File: src/rtl/adc_scan_pkg.sv
package adc_scan_pkg;
  typedef enum logic [1:0] {
    ST_IDLE = 2'd0,
    ST_WAIT = 2'd1,
    ST_CONV = 2'd2,
    ST_HOLD = 2'd3
  } scan_st_t;

  localparam int CTL_MODE_BIT  = 7;
  localparam int CTL_START_BIT = 6;
  localparam int CTL_RANGE_BIT = 5;
  localparam logic [7:0] CTL_RST_VAL = 8'h20;
endpackage

File: src/rtl/adc_scan_tcnt.sv
module adc_scan_tcnt #(
  parameter int LIMIT = 4
) (
  input  logic clk,
  input  logic rst_n,
  input  logic clr,
  input  logic inc,
  output logic hit
);
  localparam int CW = $clog2(LIMIT + 1);
  logic [CW-1:0] cnt;

  always_ff @(posedge clk) begin
    if (!rst_n)            cnt <= '0;
    else if (clr)          cnt <= '0;
    else if (inc && !hit)  cnt <= cnt + 1'b1;
  end

  assign hit = (cnt == CW'(LIMIT));

  // once the count is reached it stays reached until cleared
  p_sat_hold_r4: assert property (@(posedge clk) disable iff (!rst_n)
    hit && !clr |=> hit);
endmodule

File: src/rtl/adc_scan_pick.sv
module adc_scan_pick #(
  parameter int CH_N = 8,
  parameter int CH_W = 3
) (
  input  logic [CH_N-1:0] en,
  input  logic [CH_W:0]   base,
  output logic            found,
  output logic [CH_W-1:0] idx
);
  always_comb begin
    found = 1'b0;
    idx   = '0;
    for (int i = CH_N - 1; i >= 0; i--) begin
      if (en[i] && ((CH_W+1)'(i) >= base)) begin
        found = 1'b1;
        idx   = CH_W'(i);
      end
    end
  end
endmodule

File: src/rtl/adc_scan_regs.sv
module adc_scan_regs
  import adc_scan_pkg::*;
#(
  parameter int CH_N  = 8,
  parameter int RES_W = 16
) (
  input  logic                    clk,
  input  logic                    rst_n,
  input  logic                    we,
  input  logic [$clog2(CH_N):0]   addr,
  input  logic [7:0]              wdata,
  output logic [RES_W-1:0]        rdata,
  input  logic                    clr_start,
  input  logic                    res_we,
  input  logic [$clog2(CH_N)-1:0] res_idx,
  input  logic [RES_W-1:0]        res_data,
  output logic [7:0]              ctrl,
  output logic [CH_N-1:0]         en
);
  localparam int CH_W   = $clog2(CH_N);
  localparam int ADDR_W = CH_W + 1;
  localparam logic [ADDR_W-1:0] A_CTL = ADDR_W'(0);
  localparam logic [ADDR_W-1:0] A_EN  = ADDR_W'(1);

  logic [RES_W-1:0] res [CH_N];
  logic wr_ctl, wr_en;

  assign wr_ctl = we && (addr == A_CTL);
  assign wr_en  = we && (addr == A_EN);

  always_ff @(posedge clk) begin
    if (!rst_n)         ctrl <= CTL_RST_VAL;
    else if (wr_ctl)    ctrl <= wdata;
    else if (clr_start) ctrl[CTL_START_BIT] <= 1'b0;
  end

  always_ff @(posedge clk) begin
    if (!rst_n)     en <= '0;
    else if (wr_en) en <= wdata[CH_N-1:0];
  end

  for (genvar g = 0; g < CH_N; g++) begin : g_res
    always_ff @(posedge clk) begin
      if (!rst_n)                                 res[g] <= '0;
      else if (res_we && (res_idx == CH_W'(g)))  res[g] <= res_data;
    end
  end

  always_comb begin
    rdata = '0;
    if (addr[ADDR_W-1])     rdata = res[addr[CH_W-1:0]];
    else if (addr == A_CTL) rdata = RES_W'(ctrl);
    else if (addr == A_EN)  rdata = RES_W'(en);
  end

  // a hardware clear of start lands unless the host writes control
  p_start_clr_r6: assert property (@(posedge clk) disable iff (!rst_n)
    clr_start && !wr_ctl |=> !ctrl[CTL_START_BIT]);
endmodule

File: src/rtl/adc_scan_fsm.sv
module adc_scan_fsm
  import adc_scan_pkg::*;
#(
  parameter int CH_N         = 8,
  parameter int CONV_TICKS   = 4,
  parameter int PERIOD_TICKS = 100
) (
  input  logic                    clk,
  input  logic                    rst_n,
  input  logic                    tick,
  input  logic                    lp_mode,
  input  logic                    start,
  input  logic                    cont,
  input  logic [CH_N-1:0]         en,
  input  logic                    conv_done,
  input  logic [$clog2(CH_N)-1:0] conv_done_ch,
  output logic                    conv_req,
  output logic [$clog2(CH_N)-1:0] conv_ch,
  output logic                    clr_start,
  output logic                    res_we,
  output logic                    lp_exit_req
);
  localparam int CH_W = $clog2(CH_N);

  scan_st_t st, st_n;
  logic [CH_W-1:0] ch, ch_n;
  logic wclr, pclr, whit, phit;
  logic first_found, nxt_found;
  logic [CH_W-1:0] first_idx, nxt_idx;
  logic do_launch, do_finish, done_ok;

  adc_scan_pick #(.CH_N(CH_N), .CH_W(CH_W)) u_first (
    .en(en), .base('0), .found(first_found), .idx(first_idx));

  adc_scan_pick #(.CH_N(CH_N), .CH_W(CH_W)) u_next (
    .en(en), .base({1'b0, ch} + 1'b1), .found(nxt_found), .idx(nxt_idx));

  adc_scan_tcnt #(.LIMIT(CONV_TICKS)) u_wait_cnt (
    .clk(clk), .rst_n(rst_n), .clr(wclr),
    .inc(tick && (st == ST_WAIT) && !lp_mode), .hit(whit));

  adc_scan_tcnt #(.LIMIT(PERIOD_TICKS)) u_period_cnt (
    .clk(clk), .rst_n(rst_n), .clr(pclr),
    .inc(tick && (st != ST_IDLE)), .hit(phit));

  assign done_ok = (st == ST_CONV) && conv_done && (conv_done_ch == ch);

  always_comb begin
    st_n = st; ch_n = ch;
    wclr = 1'b0; pclr = 1'b0; clr_start = 1'b0; res_we = 1'b0;
    do_launch = 1'b0; do_finish = 1'b0;
    case (st)
      ST_IDLE: if (start && !lp_mode) do_launch = 1'b1;
      ST_HOLD: begin
        if (!start)                st_n = ST_IDLE;
        else if (phit && !lp_mode) do_launch = 1'b1;
      end
      ST_WAIT: begin
        if (!start)                st_n = ST_IDLE;
        else if (whit && !lp_mode) st_n = ST_CONV;
      end
      ST_CONV: begin
        if (done_ok) begin
          res_we = 1'b1;
          if (!start) st_n = ST_IDLE;
          else if (nxt_found) begin
            ch_n = nxt_idx; wclr = 1'b1; st_n = ST_WAIT;
          end else do_finish = 1'b1;
        end
      end
      default: st_n = ST_IDLE;
    endcase
    if (do_launch) begin
      pclr = 1'b1;
      if (first_found) begin
        ch_n = first_idx; wclr = 1'b1; st_n = ST_WAIT;
      end else do_finish = 1'b1;
    end
    if (do_finish) begin
      if (cont) st_n = ST_HOLD;
      else begin
        clr_start = 1'b1; st_n = ST_IDLE;
      end
    end
  end

  always_ff @(posedge clk) begin
    if (!rst_n) begin
      st <= ST_IDLE;
      ch <= '0;
    end else begin
      st <= st_n;
      ch <= ch_n;
    end
  end

  assign conv_req    = (st == ST_CONV);
  assign conv_ch     = ch;
  assign lp_exit_req = start && lp_mode;

  // the request and its channel hold until a matching done
  p_req_hold_r4: assert property (@(posedge clk) disable iff (!rst_n)
    conv_req && !(conv_done && (conv_done_ch == conv_ch))
      |=> conv_req && $stable(conv_ch));

  // a request is never raised out of low-power mode
  p_req_lp_r9: assert property (@(posedge clk) disable iff (!rst_n)
    $rose(conv_req) |-> $past(!lp_mode));

  // with start clear and nothing pending, no request follows
  p_stop_r10: assert property (@(posedge clk) disable iff (!rst_n)
    !start && !conv_req |=> !conv_req);
endmodule

File: src/rtl/adc_scan_seq.sv
module adc_scan_seq
  import adc_scan_pkg::*;
#(
  parameter int CH_N         = 8,
  parameter int RES_W        = 16,
  parameter int CONV_TICKS   = 10,
  parameter int PERIOD_TICKS = 1000
) (
  input  logic                    clk,
  input  logic                    rst_n,
  input  logic                    tick,
  input  logic                    lp_mode,
  output logic                    lp_exit_req,
  input  logic                    reg_we,
  input  logic [$clog2(CH_N):0]   reg_addr,
  input  logic [7:0]              reg_wdata,
  output logic [RES_W-1:0]        reg_rdata,
  output logic                    conv_req,
  output logic [$clog2(CH_N)-1:0] conv_ch,
  output logic                    conv_range,
  input  logic                    conv_done,
  input  logic [$clog2(CH_N)-1:0] conv_done_ch,
  input  logic [RES_W-1:0]        conv_data
);
  logic [7:0]      ctrl;
  logic [CH_N-1:0] en;
  logic            clr_start, res_we;

  adc_scan_regs #(.CH_N(CH_N), .RES_W(RES_W)) u_regs (
    .clk(clk), .rst_n(rst_n), .we(reg_we), .addr(reg_addr),
    .wdata(reg_wdata), .rdata(reg_rdata), .clr_start(clr_start),
    .res_we(res_we), .res_idx(conv_ch), .res_data(conv_data),
    .ctrl(ctrl), .en(en));

  adc_scan_fsm #(.CH_N(CH_N), .CONV_TICKS(CONV_TICKS),
                 .PERIOD_TICKS(PERIOD_TICKS)) u_fsm (
    .clk(clk), .rst_n(rst_n), .tick(tick), .lp_mode(lp_mode),
    .start(ctrl[CTL_START_BIT]), .cont(ctrl[CTL_MODE_BIT]), .en(en),
    .conv_done(conv_done), .conv_done_ch(conv_done_ch),
    .conv_req(conv_req), .conv_ch(conv_ch), .clr_start(clr_start),
    .res_we(res_we), .lp_exit_req(lp_exit_req));

  assign conv_range = ctrl[CTL_RANGE_BIT];
endmodule

File: config.mk
export PLATFORM = sky130hd
export DESIGN_NAME = adc_scan_seq
export DESIGN_NICKNAME = d
export VERILOG_FILES = /design/src/rtl/adc_scan_pkg.sv /design/src/rtl/adc_scan_tcnt.sv /design/src/rtl/adc_scan_pick.sv /design/src/rtl/adc_scan_regs.sv /design/src/rtl/adc_scan_fsm.sv /design/src/rtl/adc_scan_seq.sv
export SDC_FILE = /design/constraint.sdc
export NUM_CORES = 1
export LEC_CHECK = 0
export ABC_CLOCK_PERIOD_IN_PS = 2900
export CAP_MARGIN = 5
export CORE_MARGIN = 8
export CORE_UTILIZATION = 51
export DETAILED_ROUTE_END_ITERATION = 10
export GPL_TIMING_DRIVEN = 0
export HOLD_SLACK_MARGIN = 0.06
export PLACE_DENSITY = 0.73
export SLEW_MARGIN = 20
export SYNTH_ARGS = -nofsm -noshare
export SYNTH_HDL_FRONTEND = slang
export SYNTH_SLANG_ARGS = --single-unit
File: constraint.sdc
create_clock -name clk -period 2.9 [get_ports clk]
set_clock_uncertainty 0.05 [all_clocks]
set_input_delay 0.435 -clock clk [delete_from_list [all_inputs] [get_ports clk]]
set_output_delay 0.435 -clock clk [all_outputs]
set_load 0.02 [all_outputs]
=== Yosys cells after proc, flatten, opt, wreduce, memory -nomap -nowiden ===
Memory sizes are Yosys's and may differ from the RTL's.
Index checks and enable logic that the tools add are counted.

* Flip-flop bits (word level): 35
* Memory bits (writable): 128
* Bits of input ports: 37
* Output and inout port bits: 22
* Logic and storage cells: 189
* Memories kept: 1

* Add/sub/neg operators: 3
* Order comparisons: 8
* Eq/ne operators: 14
* Muxes and demuxes: 108
* Bitwise gates (word level): 9
* Reductions and logical operators: 39

{| class="wikitable"
|+ Memories
! memory !! depth !! bits a word !! read ports !! clocked after memory_dff !! write ports !! line !! source
|-
| u_regs.res || 8 || 16 || 1 || 0 || 8 || adc_scan_regs.sv:25 || <nowiki>logic [RES_W-1:0] res [CH_N];</nowiki>
|}

{| class="wikitable"
|+ Operator list
! operator !! number
|-
| 2-to-1 mux 16 bit || 10
|-
| 2-to-1 mux 3 bit || 22
|-
| 2-to-1 mux 1 bit || 63
|-
| logical AND 1 bit || 29
|-
| 2-to-1 mux 2 bit || 10
|-
| >= comparator 3 x 4 -> 1 bit (first input constant) || 4
|-
| == test 3 bit (second input constant) || 4
|-
| adder 10 x 1 -> 10 bit (second input constant) || 1
|-
| == test 10 bit (second input constant) || 1
|-
| >= comparator 1 x 4 -> 1 bit (first input constant) || 2
|-
| >= comparator 2 x 4 -> 1 bit (first input constant) || 2
|-
| 2-to-1 mux 8 bit || 1
|-
| OR 1 bit || 8
|-
| == test 3 x 2 -> 1 bit (second input constant) || 2
|-
| one-hot mux 2 bit (3 select lines) || 1
|-
| adder 3 x 1 -> 4 bit (second input constant) || 1
|-
| adder 4 x 1 -> 4 bit (second input constant) || 1
|-
| == test 2 bit (second input constant) || 2
|-
| == test 4 x 1 -> 1 bit (second input constant) || 1
|-
| == test 4 bit (second input constant) || 1
|-
| logical NOT 4 bit || 1
|-
| nonzero test 2 bit || 2
|-
| OR reduction 2 bit || 2
|-
| == test 3 x 1 -> 1 bit (second input constant) || 1
|-
| 7 further kinds || 9
|}

=== Depth between registers and ports, before layout ===
Gate-level depths: netlist (run 1).

* Depth in word-level cells: 20
* Gate-level depth with buffers: 9
* Mapped depth without buffers: 8

=== Cells and area by module ===
From an unflattened synthesis (run 1), not the netlist that was laid out.

* Cells, all modules: 721
* Area, all modules: 8665.8 um2

{| class="wikitable"
|+ Modules (own cells, without submodules)
! module !! times used !! cells an instance !! area each (um2) !! seq. area each (um2)
|-
| adc_scan_regs || 1 || 486 || 6855.3 || 4164.0
|-
| adc_scan_tcnt at u_fsm.u_period_cnt || 1 || 67 || 569.3 || 200.2
|-
| adc_scan_fsm || 1 || 69 || 549.3 || 100.1
|-
| adc_scan_pick || 2 || 38 || 236.5 || 0.0
|-
| adc_scan_tcnt at u_fsm.u_wait_cnt || 1 || 23 || 219.0 || 80.1
|}

=== Worst setup path after synthesis (run 1) ===
Ideal clock, no wire load.

* Path type: flip-flop to flip-flop
* From: register u_fsm.st[0]
* To: memory u_regs.res[0][0] (enable)
* Setup time: 0.411 ns
* Data arrival time: 2.576 ns
* Data required time: 2.439 ns
* Setup slack: -0.137 ns
* Cell stages (with the launch flop): 7
* Buffers on the path: 0
* Clock period less this slack: 3.037 ns
* Cells stage by stage: dfxtp_1 inv_1 ha_1 nand2_1 nor4_4 nand2_1 o21ai_0

{| class="wikitable"
|+ RTL lines
! element !! line !! source
|-
| start, declared || adc_scan_fsm.sv:25 || <nowiki>scan_st_t st, st_n;</nowiki>
|-
| start signal, assigned || adc_scan_fsm.sv:92 || <nowiki>st <= st_n;</nowiki>
|-
| end, declared || adc_scan_regs.sv:25 ||
|}

=== Final worst setup path (run 1) ===
* From: input reg_addr[0]
* To: output reg_rdata[15]

* Longest elaborated chain between the ends: 2

{| class="wikitable"
|+ RTL lines
! element !! line !! source
|-
| start, declared || adc_scan_seq.sv:15 || <nowiki>input logic [$clog2(CH_N):0] reg_addr,</nowiki>
|-
| memory read (8 x 16 bit) || -- ||
|-
| 2-to-1 mux 16 bit || adc_scan_regs.sv:51 || <nowiki>if (addr[ADDR_W-1]) rdata = res[addr[CH_W-1:0]];</nowiki>
|-
| end, declared || adc_scan_seq.sv:17 || <nowiki>output logic [RES_W-1:0] reg_rdata,</nowiki>
|}

No other way between the ends.

==> run summary, run 1 <==
status: complete, no violations
vias in the first global route: 5569
Inserted Diodes: 0
Synth warnings: 0
syn avg cell area: 12.9 sq um
first-pass GRT wire length: 30.2 mm
WS Path Type: in2out
max cap viols: 0
Syn Nets: 682
IO buf count: 54
FP Rows: 46
total power: 5.10 mW
sequential share of the synthesized area: 56.1%
Synth area leader: edfxtp_1
die height: 142 microns
main combinational cell family by area after synthesis: simple AND/OR/NAND/NOR gates
Final Worst Setup Slack: 86.5 ps
mapped cell area: 8100 sq um
ratio of cells with drive above 1 in the final layout: 17.5%
Post-CTS Hold Buffers: 0
CTS buffer count: 17
Final period util: 97.0%
pre-CTS setup slack: -591 ps
area delta synth->final: 19.8%
Sw Ratio: 22.5%
Fin Setup TNS: 0 ps
Yosys top cell area share: 47.4%
nets: 765
total congestion overflow: 0
distinct cell type count after synthesis: 57
Synth Area in Compound Gates: 4.43%
mux contribution to synthesized area: 14.0%
Final Slew Violations: 0
Clock Latency Late Sink: 430 ps
DRC: 0
CTS tree: yes
Area after DPL: 9020 sq um
GPL Wtd Cong: 0.850
Rel. slew slack: 36.6%
I/O pin cnt: 59
clock power share: 41.5%
Worst-Margin Slew: 946 ps
Synth Register Bits: 163
CP Capture Type: output pin
Top FF cell, synth: edfxtp_1
ys async rst share: 0%
internal power: 3.95 mW
Longest Clk Path Bufs: 2
WP data arrival: 2330 ps
Tmin final: 2810 ps
Fin. Hold Viols: 0
Synth Area in Simple Gates: 19.2%
Root Buffer: clkbuf_16
CTS H-tree lvls: 4
post-DR vias/cell: 5.80
Syn Inst Count: 629
DR WL/cell: 20.9 microns
switching power: 1.15 mW
Post-synth EDFFs: 128
VDD IR max: 0.465 mV
first-pass detailed-route iteration total: 5
Total GRT Usage: 20.1%
initial core utilization: 51.6%
PD cells: 525 nW/um^2
Synth area leaders: edfxtp_1 (47%), mux4_2 (8.9%), dfxtp_1 (8.6%)
type of the tightest min-delay check: reg2reg
xor/xnor cell area share of the yosys netlist: 1.41%
antenna violations before repair: 0
Die Wd: 142 microns
largest net degree at the start of global routing: 17
clk slew on worst S/H paths: 60 ps
clk sink count: 163
crit-path max FO: 10
CP startpoint kind: input pin
vias after detailed routing: 5454
Adder-Cell Fraction of Synth Area: 2.47%
initial drt markers: 499
dpl hpwl: 13.8 mm
final WL: 19.7 mm
Core ar.: 15700 sq um
leakage power: 3.75 nW
Reg power frac: 50.8%
Finished Cell Area: 9700 sq um
fmax: 355 MHz
final setup fails: 0
die area: 20200 sq um
post-route ant nets: 0
CP required: 2410 ps
Combinational Power Share: 7.7%
cell usage in the layout (no fill, tap or decap), types with 6 or more instances in the layout:
master	n
o21ai_0	17
and2_1	100
clkbuf_2	6
dlygate4sd2_1	7
mux4_2	32
nor2b_1	25
edfxtp_1	128
and3_1	33
nor2_1	23
nand3_1	6
clkbuf_16	18
ha_1	15
clkdlybuf4s50_1	46
o21ai_2	8
inv_1	15
clkbuf_1	19
a21oi_1	7
xnor2_1	8
nand2_1	35
nor3_1	6
mux2_2	8
dfxtp_1	32
mux2i_1	31
metrics by stage:
| stage | hold WS [ps] | cells | util, % |
|---|---|---|---|
| detailed placement | 457 | 905 | 57.4 |
| finish | 473 | 941 | 61.7 |
| global route | 503 | 941 | 61.7 |
| floorplan | 418 | 629 | - |
| CTS | 476 | 940 | 61.4 |
| global placement | 443 | 899 | 56.8 |
registers in the layout (all words and copies together) (netlist names):
name,flops
u_fsm.u_period_cnt.cnt,10
u_regs.res,128
u_fsm.st,2
u_regs.ctrl,8
u_regs.en,8
u_fsm.u_wait_cnt.cnt,4
u_fsm.conv_ch,3
cells in the mapped netlist (3+ instances only):
library cell  number
inv_1             16
mux2_2             8
o22ai_1            4
xnor2_1            8
nand2_1           36
a21oi_1            7
xor2_1             5
nor2_1            23
a211oi_1           3
and3_1            33
mux4_2            32
clkbuf_1          27
o21ai_0           24
nand2b_1           4
and2_1           100
edfxtp_1         128
nor3_1             6
mux2i_1           31
buf_2              4
or3_1              3
nand3_1            6
ha_1              16
dfxtp_1           35
nor2b_1           25
nor3_2             7
what timing repair did:
action                     4_1_cts  5_1_grt
setup buffers                    3        1
resized for setup               31       13
setup endpoints to repair       80       66
pin swaps                        1        3
routing by layer:
metal  global-route usage (%)  vias up  wire length (microns)
met5                        0        -                      0
met4                     8.42        0                    389
met3                     4.46       35                   1410
met2                     34.2      186                  10000
met1                     24.0     2763                   7880
li1                         -     2470                      -
critical path: stages:
cell and delay, ps:
clkbuf_4 190, buf_4 270, mux4_2 540, mux2i_1 240, nor2b_1 90, clkdlybuf4s50_1 550
power by group through the flow:
stage	Sequential, mW	Combinational [mW]	Clock [mW]
final	2.59	0.393	2.11
after floorplan	2.64	0.212	0
after detailed placement	2.64	0.395	0
after global routing	2.60	0.419	2.21
after CTS	2.59	0.395	2.12
after global placement	2.64	0.375	0
kinds of logic (layout without fill, tap and decap cells):
group | after synthesis | in the layout
simple gates | 260 | 260
flops | 163 | 163
mux | 72 | 72
compound gates | 55 | 55
buf+inv | 50 | 146
fa+ha+maj | 16 | 16
xor+xnor | 13 | 13
final timing paths:
path | startpoint | slack [ps] | cells past startpoint | endpoint
setup / recovery | reg_addr[0] | 90 | 6 | reg_rdata[15]
hold / removal | u_fsm.u_period_cnt.cnt[9]$_SDFFE_PP0P_ | 470 | 2 | u_fsm.u_period_cnt.cnt[9]$_SDFFE_PP0P_
setup reg to reg | u_fsm.conv_ch[2]$_SDFF_PN0_ | 110 | 9 | u_fsm.conv_ch[0]$_SDFF_PN0_
hold reg to reg | u_fsm.u_period_cnt.cnt[9]$_SDFFE_PP0P_ | 470 | 2 | u_fsm.u_period_cnt.cnt[9]$_SDFFE_PP0P_
cell type report:
cell class | instances | area (sq um)
multi-input combinational | 416 | 3430
clock inverter | 10 | 71.3
inverter | 16 | 63.8
sequential | 163 | 4550
tap | 216 | 270
timing repair buffer | 64 | 643
fill | 1220 | 6010
clock buffer | 22 | 485
buffer | 34 | 184
(Power assumes the default switching activity.)
==> inputs of run 2 (changes only) <==
Settings changed: CORE_UTILIZATION 51 to 53, PLACE_DENSITY 0.73 to 0.75.
==> run summary, run 2 (synthesized netlist as in run 1, its figures left out) <==
most frequent cells in the layout: edfxtp_1 (128), and2_1 (100), clkdlybuf4s50_1 (46)
Tmin final: 2830 ps (+18.6 ps)
cell total after placement: 877 (-3.1%)
initial drt markers: 504 (+1.0%)
worst-path cell chain: buf_12, clkinvlp_4, ha_4, or4b_4, a221o_1, o31ai_4, or2_4, mux2_4, o21ai_2
die area: 19500 sq um (-3.4%)
Die Wd: 140 microns (-1.7%)
max cap viols: 0 (unchanged)
Combinational Power Share: 7.5% (-0.2 points)
final setup fails: 0 (unchanged)
vias after detailed routing: 5445 (-0.17%)
Fin. Hold Viols: 0 (unchanged)
Clock Latency Late Sink: 430 ps (about the same)
Post-CTS Hold Buffers: 0 (unchanged)
GPL Wtd Cong: 0.855 (+0.60%)
critical path's largest stage delay: 530 ps (-20 ps)
CP required: 3220 ps (+810 ps)
register area: 4550 sq um (about the same)
nets: 765 (unchanged)
clock power share: 43.5% (+2.0 points)
dpl hpwl: 13.9 mm (+1.0%)
first-pass detailed-route iteration total: 7 (+2)
clk slew on worst S/H paths: 70 ps (about the same)
post-DR vias/cell: 5.97 (+3.0%)
Fin Setup TNS: 0 ps (unchanged)
clk sink count: 163 (unchanged)
slowest CP cell: or4b_4
PD cells: 545 nW/um^2 (+3.7%)
number of flip-flops under the largest register name: 128 (unchanged)
WHS Path Cells: 2 (unchanged)
start point of the worst hold path: u_regs.ctrl[1]$_SDFFE_PN0P_
initial core utilization: 53.7% (+2.1 points)
CTS tree: yes
vias in the first global route: 5518 (-0.92%)
Area after DPL: 8980 sq um (-0.39%)
Inserted Diodes: 0 (unchanged)
first-pass GRT wire length: 30.5 mm (+1.1%)
antenna violations before repair: 0 (unchanged)
Final Slew Violations: 0 (unchanged)
largest net degree at the start of global routing: 17 (unchanged)
Reg with most FFs: u_regs.res
CP Capture Type: flip-flop
Layout fillers: 1107 (-9.3%)
Hold Path Sink: u_regs.ctrl[1]$_SDFFE_PN0P_
Worst-Margin Slew: 903 ps (-43.1 ps)
leakage power: 3.78 nW (+0.67%)
status: complete, no violations
FP Rows: 45 (-2.2%)
Longest Clk Path Bufs: 2 (unchanged)
ratio of cells with drive above 1 in the final layout: 17.1% (-0.39 points)
Core ar.: 15100 sq um (-4.0%)
most common cell after layout, fill and taps aside: edfxtp_1
IO buf count: 54 (unchanged)
VDD IR max: 0.417 mV (-10%)
DR WL/cell: 21.8 microns (+4.0%)
Final period util: 97.7% (+0.64 points)
biggest regs: u_regs.res (128), u_fsm.u_period_cnt.cnt (10)
DRC: 0 (unchanged)
fmax: 353 MHz (-0.66%)
post-route ant nets: 0 (unchanged)
Total GRT Usage: 20.5% (+0.49 points)
Sw Ratio: 21.1% (-1.4 points)
worst reg2reg setup slack: 70 ps (-40 ps)
WS Path Type: reg2reg
switching power: 1.12 mW (-2.6%)
Finished Cell Area: 9710 sq um (+0.13%)
CTS buffer count: 17 (unchanged)
r2r worst-path depth: 9 (unchanged)
crit-path max FO: 8 (-2)
Rel. slew slack: 39.5% (+2.9 points)
internal power: 4.17 mW (+5.6%)
CTS H-tree lvls: 4 (unchanged)
CP startpoint kind: flip-flop
area delta synth->final: 19.9%
total congestion overflow: 0 (unchanged)
die height: 140 microns (-1.7%)
Layout Cells excl Fill: 912 (-3.1%)
Reg power frac: 49.0% (-1.8 points)
Multi-input gate area: 3440 sq um (about the same)
reg2reg end: u_fsm.conv_ch[0]$_SDFF_PN0_
final WL: 19.8 mm (+0.83%)
I/O pin cnt: 59 (unchanged)
Root Buffer: clkbuf_16
RR Startpoint: u_fsm.conv_ch[2]$_SDFF_PN0_
WP data arrival: 3150 ps (+820 ps)
type of the tightest min-delay check: reg2reg
-- run 2: cell count changes in the layout (fill, tap and decap cells not counted), moves of 2 or more --
cell,change
bufinv_16,+4
clkinv_1,+4
inv_4,-3
clkbuf_2,+2
clkbuf_4,-2
clkbuf_8,-2
clkinv_4,-2
-- run 2: worst max-delay path by stage --
stage,endpoint,cells after the start,start,slack (ps)
after floorplan,u_regs.res[0][0]$_SDFFCE_PN0P_,6,u_fsm.st[0]$_SDFF_PN0_,-140
after global placement,u_regs.res[2][10]$_SDFFCE_PN0P_,5,conv_done_ch[0],-1500
after detailed placement,reg_rdata[6],7,reg_addr[1],-540
after CTS,u_regs.res[4][10]$_SDFFCE_PN0P_,8,u_fsm.st[0]$_SDFF_PN0_,-110
after global routing,u_regs.res[4][9]$_SDFFCE_PN0P_,8,u_fsm.st[0]$_SDFF_PN0_,-20
final,u_fsm.conv_ch[0]$_SDFF_PN0_,9,u_fsm.conv_ch[2]$_SDFF_PN0_,70
-- run 2: power by group through the flow --
stage	clock network [mW]	logic, mW	registers, mW
2_1_floorplan	0	0.212	2.64
3_3_place_gp	0	0.373	2.64
3_5_place_dp	0	0.394	2.64
4_1_cts	2.30	0.395	2.59
5_1_grt	2.39	0.416	2.60
6_report	2.30	0.395	2.59
-- run 2: per-stage QoR --
stage                     power [mW]  hold WS, ps  utilization [%]  setup WS (ps)
after detailed placement        3.04          459             59.5           -539
after floorplan                 2.85          418                -           -137
after global routing            5.41          493             64.4          -24.1
after CTS                       5.29          474             63.8           -110
final                           5.29          474             64.4           67.9
after global placement          3.02          443             58.9          -1500
-- run 2: worst max-delay path: cells and delay by family (launching register included) --
| family | cells | cell delay [ps] |
|---|---|---|
| simple gates | 2 | 720 |
| buf+inv | 2 | 250 |
| fa+ha+maj | 1 | 280 |
| mux | 1 | 300 |
| flops | 1 | 380 |
| compound gates | 3 | 780 |
-- run 2: repair_timing --
item / 4_1_cts / 5_1_grt
setup buffers: 1 / 3
setup endpoints to repair: 84 / 97
pin swaps: 2 / 4
gates resized for setup: 27 / 17
-- run 2: metal layers --
metal / vias up / part of all wire (%) / global-route usage [%]
met5: - / 0 / 0
met3: 29 / 5.7 / 4.10
li1: 2469 / - / -
met4: 0 / 1.7 / 6.51
met2: 205 / 52 / 36.2
met1: 2742 / 41 / 24.8
-- run 2: layout make-up --
type                       count  area share (%)
multi-input combinational    416            35.4
timing repair buffer          64            6.66
tap                          188            2.42
inverter                      16           0.657
clock buffer                  18            4.42
clock inverter                13            1.71
buffer                        34            1.89
sequential                   163            46.9
